===== src/rtl/rxq_pkg.sv =====
// Shared types for the receive character queue.
// Assumes an 8-bit character and four per-character error flags.
package rxq_pkg;
    localparam int BYTE_W  = 8;
    localparam int IRQ_N   = 2;
    localparam int IRQ_LVL = 0;
    localparam int IRQ_OVR = 1;

    typedef struct packed {
        logic ovr;
        logic brk;
        logic par;
        logic frm;
    } rx_err_t;

    typedef struct packed {
        rx_err_t           err;
        logic [BYTE_W-1:0] data;
    } rx_word_t;

    typedef enum logic [2:0] {
        A_DATA = 3'd0,
        A_STAT = 3'd1,
        A_CFG  = 3'd2,
        A_MASK = 3'd3,
        A_RAW  = 3'd4,
        A_MIS  = 3'd5,
        A_ICLR = 3'd6,
        A_FLAG = 3'd7
    } reg_addr_e;
endpackage


===== src/rtl/rxq_store.sv =====
// Circular word store with occupancy count.
// Capacity is DEPTH when enabled and 1 when disabled. Pointers always wrap
// modulo DEPTH, so the disabled mode reuses the same array.
// A character that finds no room is dropped, and the newest word gets its
// lost-data flag set.
// Assumes DEPTH is a power of two and at least 8.
module rxq_store
    import rxq_pkg::*;
#(
    parameter int DEPTH = 16
) (
    input  logic                         clk,
    input  logic                         rst_n,
    input  logic                         flush,
    input  logic                         fifo_en,
    input  logic                         push_req,
    input  rx_word_t                     push_word,
    input  logic                         pop_req,
    output rx_word_t                     head_word,
    output logic [$clog2(DEPTH):0]       occ,
    output logic                         full,
    output logic                         empty,
    output logic                         push_take,
    output logic                         pop_take,
    output logic                         ovr_evt
);
    localparam int PTR_W = $clog2(DEPTH);
    localparam int CNT_W = PTR_W + 1;

    rx_word_t           mem [DEPTH];
    logic [PTR_W-1:0]   wptr, rptr;
    logic [CNT_W-1:0]   cap;

    // Capacity and handshake decisions for this cycle.
    always_comb begin
        cap       = fifo_en ? CNT_W'(DEPTH) : CNT_W'(1);
        empty     = (occ == '0);
        full      = (occ == cap);
        pop_take  = pop_req && !empty && !flush;
        push_take = push_req && !flush && (!full || pop_take);
        ovr_evt   = push_req && !flush && !push_take;
        head_word = mem[rptr];
    end

    // Array write: store a new word, or mark the newest one as having lost data.
    always_ff @(posedge clk) begin
        if (push_take) begin
            mem[wptr] <= push_word;
        end else if (ovr_evt) begin
            mem[wptr - PTR_W'(1)].err.ovr <= 1'b1;
        end
    end

    // Pointer and occupancy bookkeeping.
    always_ff @(posedge clk) begin
        if (!rst_n || flush) begin
            wptr <= '0;
            rptr <= '0;
            occ  <= '0;
        end else begin
            if (push_take) wptr <= wptr + PTR_W'(1);
            if (pop_take)  rptr <= rptr + PTR_W'(1);
            occ <= occ + CNT_W'(push_take) - CNT_W'(pop_take);
        end
    end
endmodule


===== src/rtl/rxq_irq.sv =====
// Interrupt sources: fill-level crossing and dropped character.
// The level source sets only when a stored character moves the count
// through the threshold. Raw bits are sticky until written with 1 at the
// clear address. A set in the same cycle wins over a clear.
module rxq_irq
    import rxq_pkg::*;
#(
    parameter int DEPTH = 16
) (
    input  logic                      clk,
    input  logic                      rst_n,
    input  logic                      fifo_en,
    input  logic [2:0]                trig_sel,
    input  logic [$clog2(DEPTH):0]    occ,
    input  logic                      push_take,
    input  logic                      pop_take,
    input  logic                      ovr_evt,
    input  logic [IRQ_N-1:0]          clr_bits,
    input  logic [IRQ_N-1:0]          mask,
    output logic [IRQ_N-1:0]          raw,
    output logic [IRQ_N-1:0]          masked,
    output logic                      lvl_set,
    output logic                      irq
);
    localparam int CNT_W = $clog2(DEPTH) + 1;

    logic [CNT_W-1:0] thr;
    logic [IRQ_N-1:0] set_bits;

    // Threshold in words for a select code, in eighths of the depth.
    function automatic logic [CNT_W-1:0] thr_of(input logic [2:0] sel);
        int eighths;
        case (sel)
            3'd0:    eighths = 1;
            3'd1:    eighths = 2;
            3'd2:    eighths = 4;
            3'd3:    eighths = 6;
            default: eighths = 7;
        endcase
        return CNT_W'((DEPTH * eighths) / 8);
    endfunction

    // Crossing detection and masked view.
    always_comb begin
        thr                = fifo_en ? thr_of(trig_sel) : '0;
        lvl_set            = push_take && !pop_take && (occ == thr);
        set_bits           = '0;
        set_bits[IRQ_LVL]  = lvl_set;
        set_bits[IRQ_OVR]  = ovr_evt;
        masked             = raw & mask;
        irq                = |masked;
    end

    // Sticky raw status with write-one-to-clear.
    always_ff @(posedge clk) begin
        if (!rst_n) raw <= '0;
        else        raw <= (raw & ~clr_bits) | set_bits;
    end
endmodule


===== src/rtl/rx_status_fifo.sv =====
// Receive character queue with per-word error flags, a status register
// for the last removed word, and a two-source interrupt.
// Assumes one bus access (read or write) per cycle. Read data is
// registered and valid the cycle after reg_rd.
module rx_status_fifo
    import rxq_pkg::*;
#(
    parameter int DEPTH = 16
) (
    input  logic        clk,
    input  logic        rst_n,
    input  logic        chr_valid,
    input  logic [7:0]  chr_data,
    input  logic        chr_brk,
    input  logic        chr_frm,
    input  logic        chr_par,
    input  logic        chr_ovr,
    input  logic        reg_wr,
    input  logic        reg_rd,
    input  logic [2:0]  reg_addr,
    input  logic [7:0]  reg_wdata,
    output logic [11:0] reg_rdata,
    output logic        fifo_empty,
    output logic        fifo_full,
    output logic        irq
);
    localparam int CNT_W = $clog2(DEPTH) + 1;

    reg_addr_e           addr_e;
    rx_word_t            in_word, head_word, last_word;
    rx_err_t             stat_q;
    logic                cfg_en;
    logic [2:0]          cfg_trig;
    logic [IRQ_N-1:0]    mask_q, raw_q, mis, clr_bits;
    logic [CNT_W-1:0]    occ;
    logic                push_take, pop_take, ovr_evt, lvl_set;
    logic                flush, pop_req;
    logic [11:0]         rd_next;

    // Decode the bus and pack the incoming character.
    always_comb begin
        addr_e   = reg_addr_e'(reg_addr);
        in_word  = '{err: '{ovr: chr_ovr, brk: chr_brk, par: chr_par, frm: chr_frm},
                     data: chr_data};
        pop_req  = reg_rd && (addr_e == A_DATA);
        flush    = reg_wr && (addr_e == A_CFG) && (reg_wdata[0] != cfg_en);
        clr_bits = (reg_wr && addr_e == A_ICLR) ? reg_wdata[IRQ_N-1:0] : '0;
    end

    rxq_store #(.DEPTH(DEPTH)) store_i (
        .clk       (clk),
        .rst_n     (rst_n),
        .flush     (flush),
        .fifo_en   (cfg_en),
        .push_req  (chr_valid),
        .push_word (in_word),
        .pop_req   (pop_req),
        .head_word (head_word),
        .occ       (occ),
        .full      (fifo_full),
        .empty     (fifo_empty),
        .push_take (push_take),
        .pop_take  (pop_take),
        .ovr_evt   (ovr_evt)
    );

    rxq_irq #(.DEPTH(DEPTH)) irq_i (
        .clk       (clk),
        .rst_n     (rst_n),
        .fifo_en   (cfg_en),
        .trig_sel  (cfg_trig),
        .occ       (occ),
        .push_take (push_take),
        .pop_take  (pop_take),
        .ovr_evt   (ovr_evt),
        .clr_bits  (clr_bits),
        .mask      (mask_q),
        .raw       (raw_q),
        .masked    (mis),
        .lvl_set   (lvl_set),
        .irq       (irq)
    );

    // Configuration and mask registers.
    always_ff @(posedge clk) begin
        if (!rst_n) begin
            cfg_en   <= 1'b1;
            cfg_trig <= 3'd2;
            mask_q   <= '0;
        end else if (reg_wr) begin
            if (addr_e == A_CFG) begin
                cfg_en   <= reg_wdata[0];
                cfg_trig <= reg_wdata[3:1];
            end
            if (addr_e == A_MASK) mask_q <= reg_wdata[IRQ_N-1:0];
        end
    end

    // Status of the last removed word, sticky lost-data flag, and the last word itself.
    always_ff @(posedge clk) begin
        if (!rst_n) begin
            stat_q    <= '0;
            last_word <= '0;
        end else begin
            if (reg_wr && addr_e == A_STAT) stat_q <= '0;
            if (pop_take) begin
                stat_q.frm <= head_word.err.frm;
                stat_q.par <= head_word.err.par;
                stat_q.brk <= head_word.err.brk;
                stat_q.ovr <= stat_q.ovr | head_word.err.ovr;
                last_word  <= head_word;
            end
            if (ovr_evt) stat_q.ovr <= 1'b1;
        end
    end

    // Read-data selection.
    always_comb begin
        case (addr_e)
            A_DATA:  rd_next = pop_take ? head_word : last_word;
            A_STAT:  rd_next = {8'b0, stat_q};
            A_CFG:   rd_next = {8'b0, cfg_trig, cfg_en};
            A_MASK:  rd_next = {10'b0, mask_q};
            A_RAW:   rd_next = {10'b0, raw_q};
            A_MIS:   rd_next = {10'b0, mis};
            A_FLAG:  rd_next = {10'b0, fifo_full, fifo_empty};
            default: rd_next = '0;
        endcase
    end

    // Registered read port.
    always_ff @(posedge clk) begin
        if (!rst_n)      reg_rdata <= '0;
        else if (reg_rd) reg_rdata <= rd_next;
    end
endmodule


===== config.mk =====
export PLATFORM = sky130hd
export DESIGN_NAME = rx_status_fifo
export DESIGN_NICKNAME = d
export VERILOG_FILES = /design/src/rtl/rxq_pkg.sv /design/src/rtl/rxq_store.sv /design/src/rtl/rxq_irq.sv /design/src/rtl/rx_status_fifo.sv
export SDC_FILE = /design/constraint.sdc
export NUM_CORES = 1
export LEC_CHECK = 0
export BUFFER_PORTS_ARGS = -buffer_cell sky130_fd_sc_hd__buf_2
export CORE_MARGIN = 10
export CORE_UTILIZATION = 65
export CTS_CLUSTER_SIZE = 24
export DETAILED_ROUTE_END_ITERATION = 8
export PLACE_DENSITY_LB_ADDON = 0.3
export SETUP_SLACK_MARGIN = 0.2
export SLEW_MARGIN = 10
export SYNTH_ARGS = -nofsm -noshare
export SYNTH_HDL_FRONTEND = slang
export SYNTH_HIERARCHICAL = 1
export SYNTH_SLANG_ARGS = --single-unit

===== constraint.sdc =====
create_clock -name clk -period 8.3 [get_ports clk]
set_clock_uncertainty 0.05 [all_clocks]
set_input_delay 1.245 -clock clk [delete_from_list [all_inputs] [get_ports clk]]
set_output_delay 1.245 -clock clk [all_outputs]
set_load 0.02 [all_outputs]

* Word-level counts from Yosys, hierarchy flattened
Memory sizes are Yosys's and may differ from the RTL's. A register that Yosys moved wholly into a read port is not among the register bits.
Cells that the tools add are included.
** Storage, ports and cells
- Memories kept :: 1
- Word-level logic and storage cells :: 89
- Flip-flop bits (word level) :: 49
- Bits in writable memories :: 192
** Memory list
- store_i.mem :: depth 16, width 12, read ports 1, clocked after memory_dff 1, write ports 1, line rxq_store.sv:30 : rx_word_t mem [DEPTH];
** Operators by class
- Add/subtract/negate cells :: 5
- Reductions and logical operators :: 29
- Mux-type cells :: 19
- Bitwise gates (word level) :: 5
- Eq/ne operators :: 13
** Operator list (count)
- case mux 12 bit (7 select lines) :: 1
- 2-to-1 mux 12 bit :: 2
- 2-to-1 mux 4 bit :: 6
- equality test 3 x 2 -> 1 bit (second input constant) :: 4
- equality test 3 bit (second input constant) :: 4
- logical AND 1 bit :: 12
- case mux 3 bit (4 select lines) :: 1
- OR reduction 12 bit :: 1
- equality test 5 bit :: 2
- adder 4 x 1 -> 4 bit (second input constant) :: 2
- equality test 3 x 1 -> 1 bit (second input constant) :: 2
- logical NOT 1 bit :: 6
- logical NOT 3 bit :: 2
- 2-to-1 mux 1 bit :: 6
- adder 5 x 1 -> 5 bit :: 1
- logical NOT 5 bit :: 1
- 2-to-1 mux 5 bit :: 1
- subtractor 5 x 1 -> 5 bit :: 1
- AND 2 bit :: 2
- 2-to-1 mux 2 bit :: 2
- AND reduction 2 bit :: 2
- subtractor 4 x 1 -> 4 bit (second input constant) :: 1
- nonzero test 3 bit :: 1
- logical OR 1 bit :: 2
- 6 further kinds :: 6

* Longest topological paths before layout
- Word-level depth :: 14
- Depth in mapped cells :: 14
- Mapped depth without buffers :: 13

* Modules after synthesis
Netlist, hierarchy kept.
** By module, submodules not included
- rxq_store :: area each 8775.9 µm², cells each 478, times used 1
- rx_status_fifo :: area each 1475.2 µm², cells each 148, times used 1
- rxq_irq :: area each 192.7 µm², cells each 24, times used 1

* Worst setup path after synthesis
OpenSTA, ideal clock, no wires.
- Path kind :: input -> register
- Start :: input port reg_addr[2]
- End :: register store_i.occ[4]
- Data arrival time :: 3.819 ns
- Required time :: 8.129 ns
- Library setup time :: 0.121 ns
- Slack :: 4.310 ns
- Cell stages on the path :: 12
- Cells stage by stage :: buf_2 -> nor4b_4 -> nand2b_1 -> or3_1 -> o31ai_1 -> ha_1 -> inv_1 -> fa_1 -> nand2b_1 -> a21oi_1 -> o21ai_0 -> nor3b_1
** On the way
- Elaborated cells between the ends (all ways) :: 14
- Those cells by class :: add/sub (2); eq/ne (1); reduce/logical (11)
** RTL lines
- from (decl) :: line rx_status_fifo.sv:20 : input logic [2:0] reg_addr,
- logical NOT 3 bit (*) :: line rx_status_fifo.sv:45 : pop_req = reg_rd && (addr_e == A_DATA);
- logical AND 1 bit (*) :: line rx_status_fifo.sv:45
- named net pop_req :: line rx_status_fifo.sv:37 : logic flush, pop_req;
- logical AND 1 bit (*) (2 in series) :: line rxq_store.sv:39 : pop_take = pop_req && !empty && !flush;
- logical OR 1 bit :: line rxq_store.sv:40 : push_take = push_req && !flush && (!full || pop_take);
- logical AND 1 bit :: line rxq_store.sv:40
- adder 5 x 1 -> 5 bit :: line rxq_store.sv:63 : occ <= occ + CNT_W'(push_take) - CNT_W'(pop_take);
- subtractor 5 x 1 -> 5 bit (*) :: line rxq_store.sv:63
- to (signal assigned) :: line rxq_store.sv:63
- to (decl) :: line rxq_store.sv:20 : output logic [$clog2(DEPTH):0] occ,
The timed path passes the listed nets; every way through them passes the cells marked *.
A chain may end at the register's enable or synchronous reset.

* Final worst setup path
- Start :: input port reg_addr[0]
- End :: register store_i.occ[4]
** On the way
- Word-level cells in the longest chain between the ends :: 9
- Elaborated cells between the ends (all ways) :: 14
- Those cells by class :: add/sub (2); eq/ne (1); reduce/logical (11)
** RTL lines
- equality test 3 x 2 -> 1 bit (*) :: line rx_status_fifo.sv:46 : flush = reg_wr && (addr_e == A_CFG) && (reg_wdata[0] != cfg_en);
- logical AND 1 bit (*) (2 in series) :: line rx_status_fifo.sv:46
- named net flush :: line rx_status_fifo.sv:37
- logical NOT 1 bit (*) :: line rxq_store.sv:39
- logical AND 1 bit (*) :: line rxq_store.sv:39
- named net pop_take :: line rx_status_fifo.sv:36 : logic push_take, pop_take, ovr_evt, lvl_set;
- logical OR 1 bit :: line rxq_store.sv:40
- logical AND 1 bit :: line rxq_store.sv:40
- adder 5 x 1 -> 5 bit :: line rxq_store.sv:63
- subtractor 5 x 1 -> 5 bit (*) :: line rxq_store.sv:63
Marked as above.

==> out/qor.yml <==
run_status:
  outcome: "finished clean"
timing:
  slew_violations: 0
  fin_crit_sh_pct: 50.6
  slew_headroom_pct: 22.4
  fmax_mhz: 238
  tightest_slew_ns: 1.16
  hold_violations: 0
  setup_viol: 0
  rsz0062_at_grt: "false"
  fin_crit_ns: 4.20
  finalWorstSetupSlack_ns: 4.10
  tns_ns: 0
drt:
  viasPerCell: 6.52
  dr.pass1.iters: 7
  wl_per_cell_um: 24.1
  drc: 0
  vias: 6022
  routed_wl_um: 22200
  ant_nets: 0
  first_iter_violations: 714
min_path:
  hp-class: "reg -> reg"
grt:
  grt_pass1_wl_um: 35300
  grt_max_degree: 49
  antenna_found_initial: 0
  grt_pass1_vias: 6122
  overflow: 0
  grtUsageTotal_pct: 20.7
die:
  io_pins: 43
  die_x_um: 147
  initial_core_util_pct: 65.9
  core_um2: 15800
  dieArea_um2: 21500
  std_cell_rows: 46
  die_h_um: 147
final_layout:
  drive_gt1_share_pct: 23.2
  syn_to_final_growth_pct: 12.3
  fin_nets: 725
  n_antenna_cell: 0
clock_tree:
  cts_tree: "built"
  cts.hold.buffers_added: 0
  cts_buffer_depth: 3
  postCtsSetupRepairBufs: 0
  clock-root-buffer: "clkbuf_16"
  clk_pin_slew_ns: 0.06
  clock_sinks: 245
  cts_resized: 0
  cts_made_buffers: 25
  h-tree-depth: 1
  clk_latency_ns: 0.53
pwr:
  irDropWorstVdd_v: 0.000203
  design_power_total_mw: 3.06
  power.density_nw_per_um2: 261
  leakage_nw: 3.80
setup_path:
  endpoint_kind: "flip-flop"
  critPathMaxFanout: 20
  cp_data_arrival_time_ns: 4.53
  worst-setup-path-type: "in -> reg"
  startpoint_type: "input pin"
  cp.required_ns: 8.63
synthesis:
  syn_area_per_cell_um2: 16.1
  yosysWarnings: 6
  synthCells: 648
  synth_area_um2: 10400
  synth_nets: 685
flow_run:
  cap_violations: 0
placement:
  hpwl_um: 14100
  gp_congestion: 0.892
  portBuffers: 38
  post-place-ws_ns: 3.14
-- stage by stage --
stage / hold WS [ns] / instance area (µm²) / util, % / std cells
floorplan: 0.384 / 10400 / - / 648
global route: 0.431 / 11700 / 74.0 / 923
global placement: 0.388 / 10800 / 68.3 / 877
detailed placement: 0.396 / 10800 / 68.3 / 877
finish: 0.399 / 11700 / 74.0 / 923
CTS: 0.404 / 11700 / 73.9 / 923
-- worst max-delay path: stages --
cell	delay [ns]
buf_2	0.20
nor4bb_2	0.72
and2_1	0.51
nor2_1	0.10
buf_4	0.23
o31ai_1	0.29
ha_1	0.22
inv_1	0.06
fa_1	0.41
nand2b_1	0.16
a21oi_1	0.17
o21ai_0	0.08
nor3b_1	0.14
-- area by class of cell --
| cell class | count | area (µm²) |
|---|---|---|
| inverters | 17 | 63.8 |
| clock inverters | 15 | 200 |
| well taps | 216 | 270 |
| flip-flops and latches | 245 | 6830 |
| multi-input cells | 354 | 3420 |
| repair buffers | 45 | 243 |
| fillers | 957 | 4110 |
| clock buffers | 31 | 688 |
-- path summary, 6_finish.rpt --
path                     start  slack, ns  cells after the start           endpoint
setup reg to reg        cfg_en       4.92                      8  store_i/mem[1][0]
hold / removal    reg_rdata[0]       0.40                      2       reg_rdata[0]
setup / recovery   reg_addr[0]       4.10                     13     store_i/occ[4]
hold reg to reg   reg_rdata[0]       0.40                      2       reg_rdata[0]
-- state kept, by name (all words and copies together) (netlist names), named ones only --
| register | cells |
|---|---|
| irq_i/raw | 2 |
| last_word | 12 |
| reg_rdata | 12 |
| store_i/rptr | 4 |
| cfg_en | 1 |
| stat_q | 4 |
| store_i/wptr | 4 |
| mask_q | 2 |
| store_i/occ | 5 |
| store_i/mem | 192 |
| cfg_trig | 3 |
-- metal layers --
metal / part of all wire (%) / global-route usage (%) / up-vias / routed length [µm]
met5: 0 / 0 / - / 0
met4: 2.9 / 7.21 / 0 / 650
met3: 8.4 / 4.73 / 64 / 1870
met2: 48 / 32.5 / 309 / 10600
met1: 41 / 28.1 / 3008 / 9150
li1: - / - / 2641 / -
-- power breakdown --
group          internal (mW)  switching [mW]
Sequential              1.41          0.0462
Clock                  0.741           0.452
Combinational          0.163           0.248
-- cells in the final DEF (no fill, tap or decap), types with 4 or more instances in the layout --
cell type	count
edfxtp_1	192
mux4_2	60
dfxtp_1	51
buf_2	38
nor2_1	34
clkbuf_16	25
nor2b_1	23
mux2i_1	22
a21oi_1	21
nand2_1	17
inv_1	16
nand2b_1	16
and2_1	14
nand3_1	13
a22o_1	8
ha_1	8
a21boi_1	7
buf_4	7
nor3_1	6
nand3b_1	5
o21ai_1	5
bufinv_16	5
clkinv_1	5
or3_1	5
o21ai_0	5
a22oi_1	5
xnor2_1	5
xor2_1	4
o211ai_1	4
o31ai_1	4
clkbuf_8	4
a21oi_2	4
No activity file was read; power rests on OpenSTA's default activity.
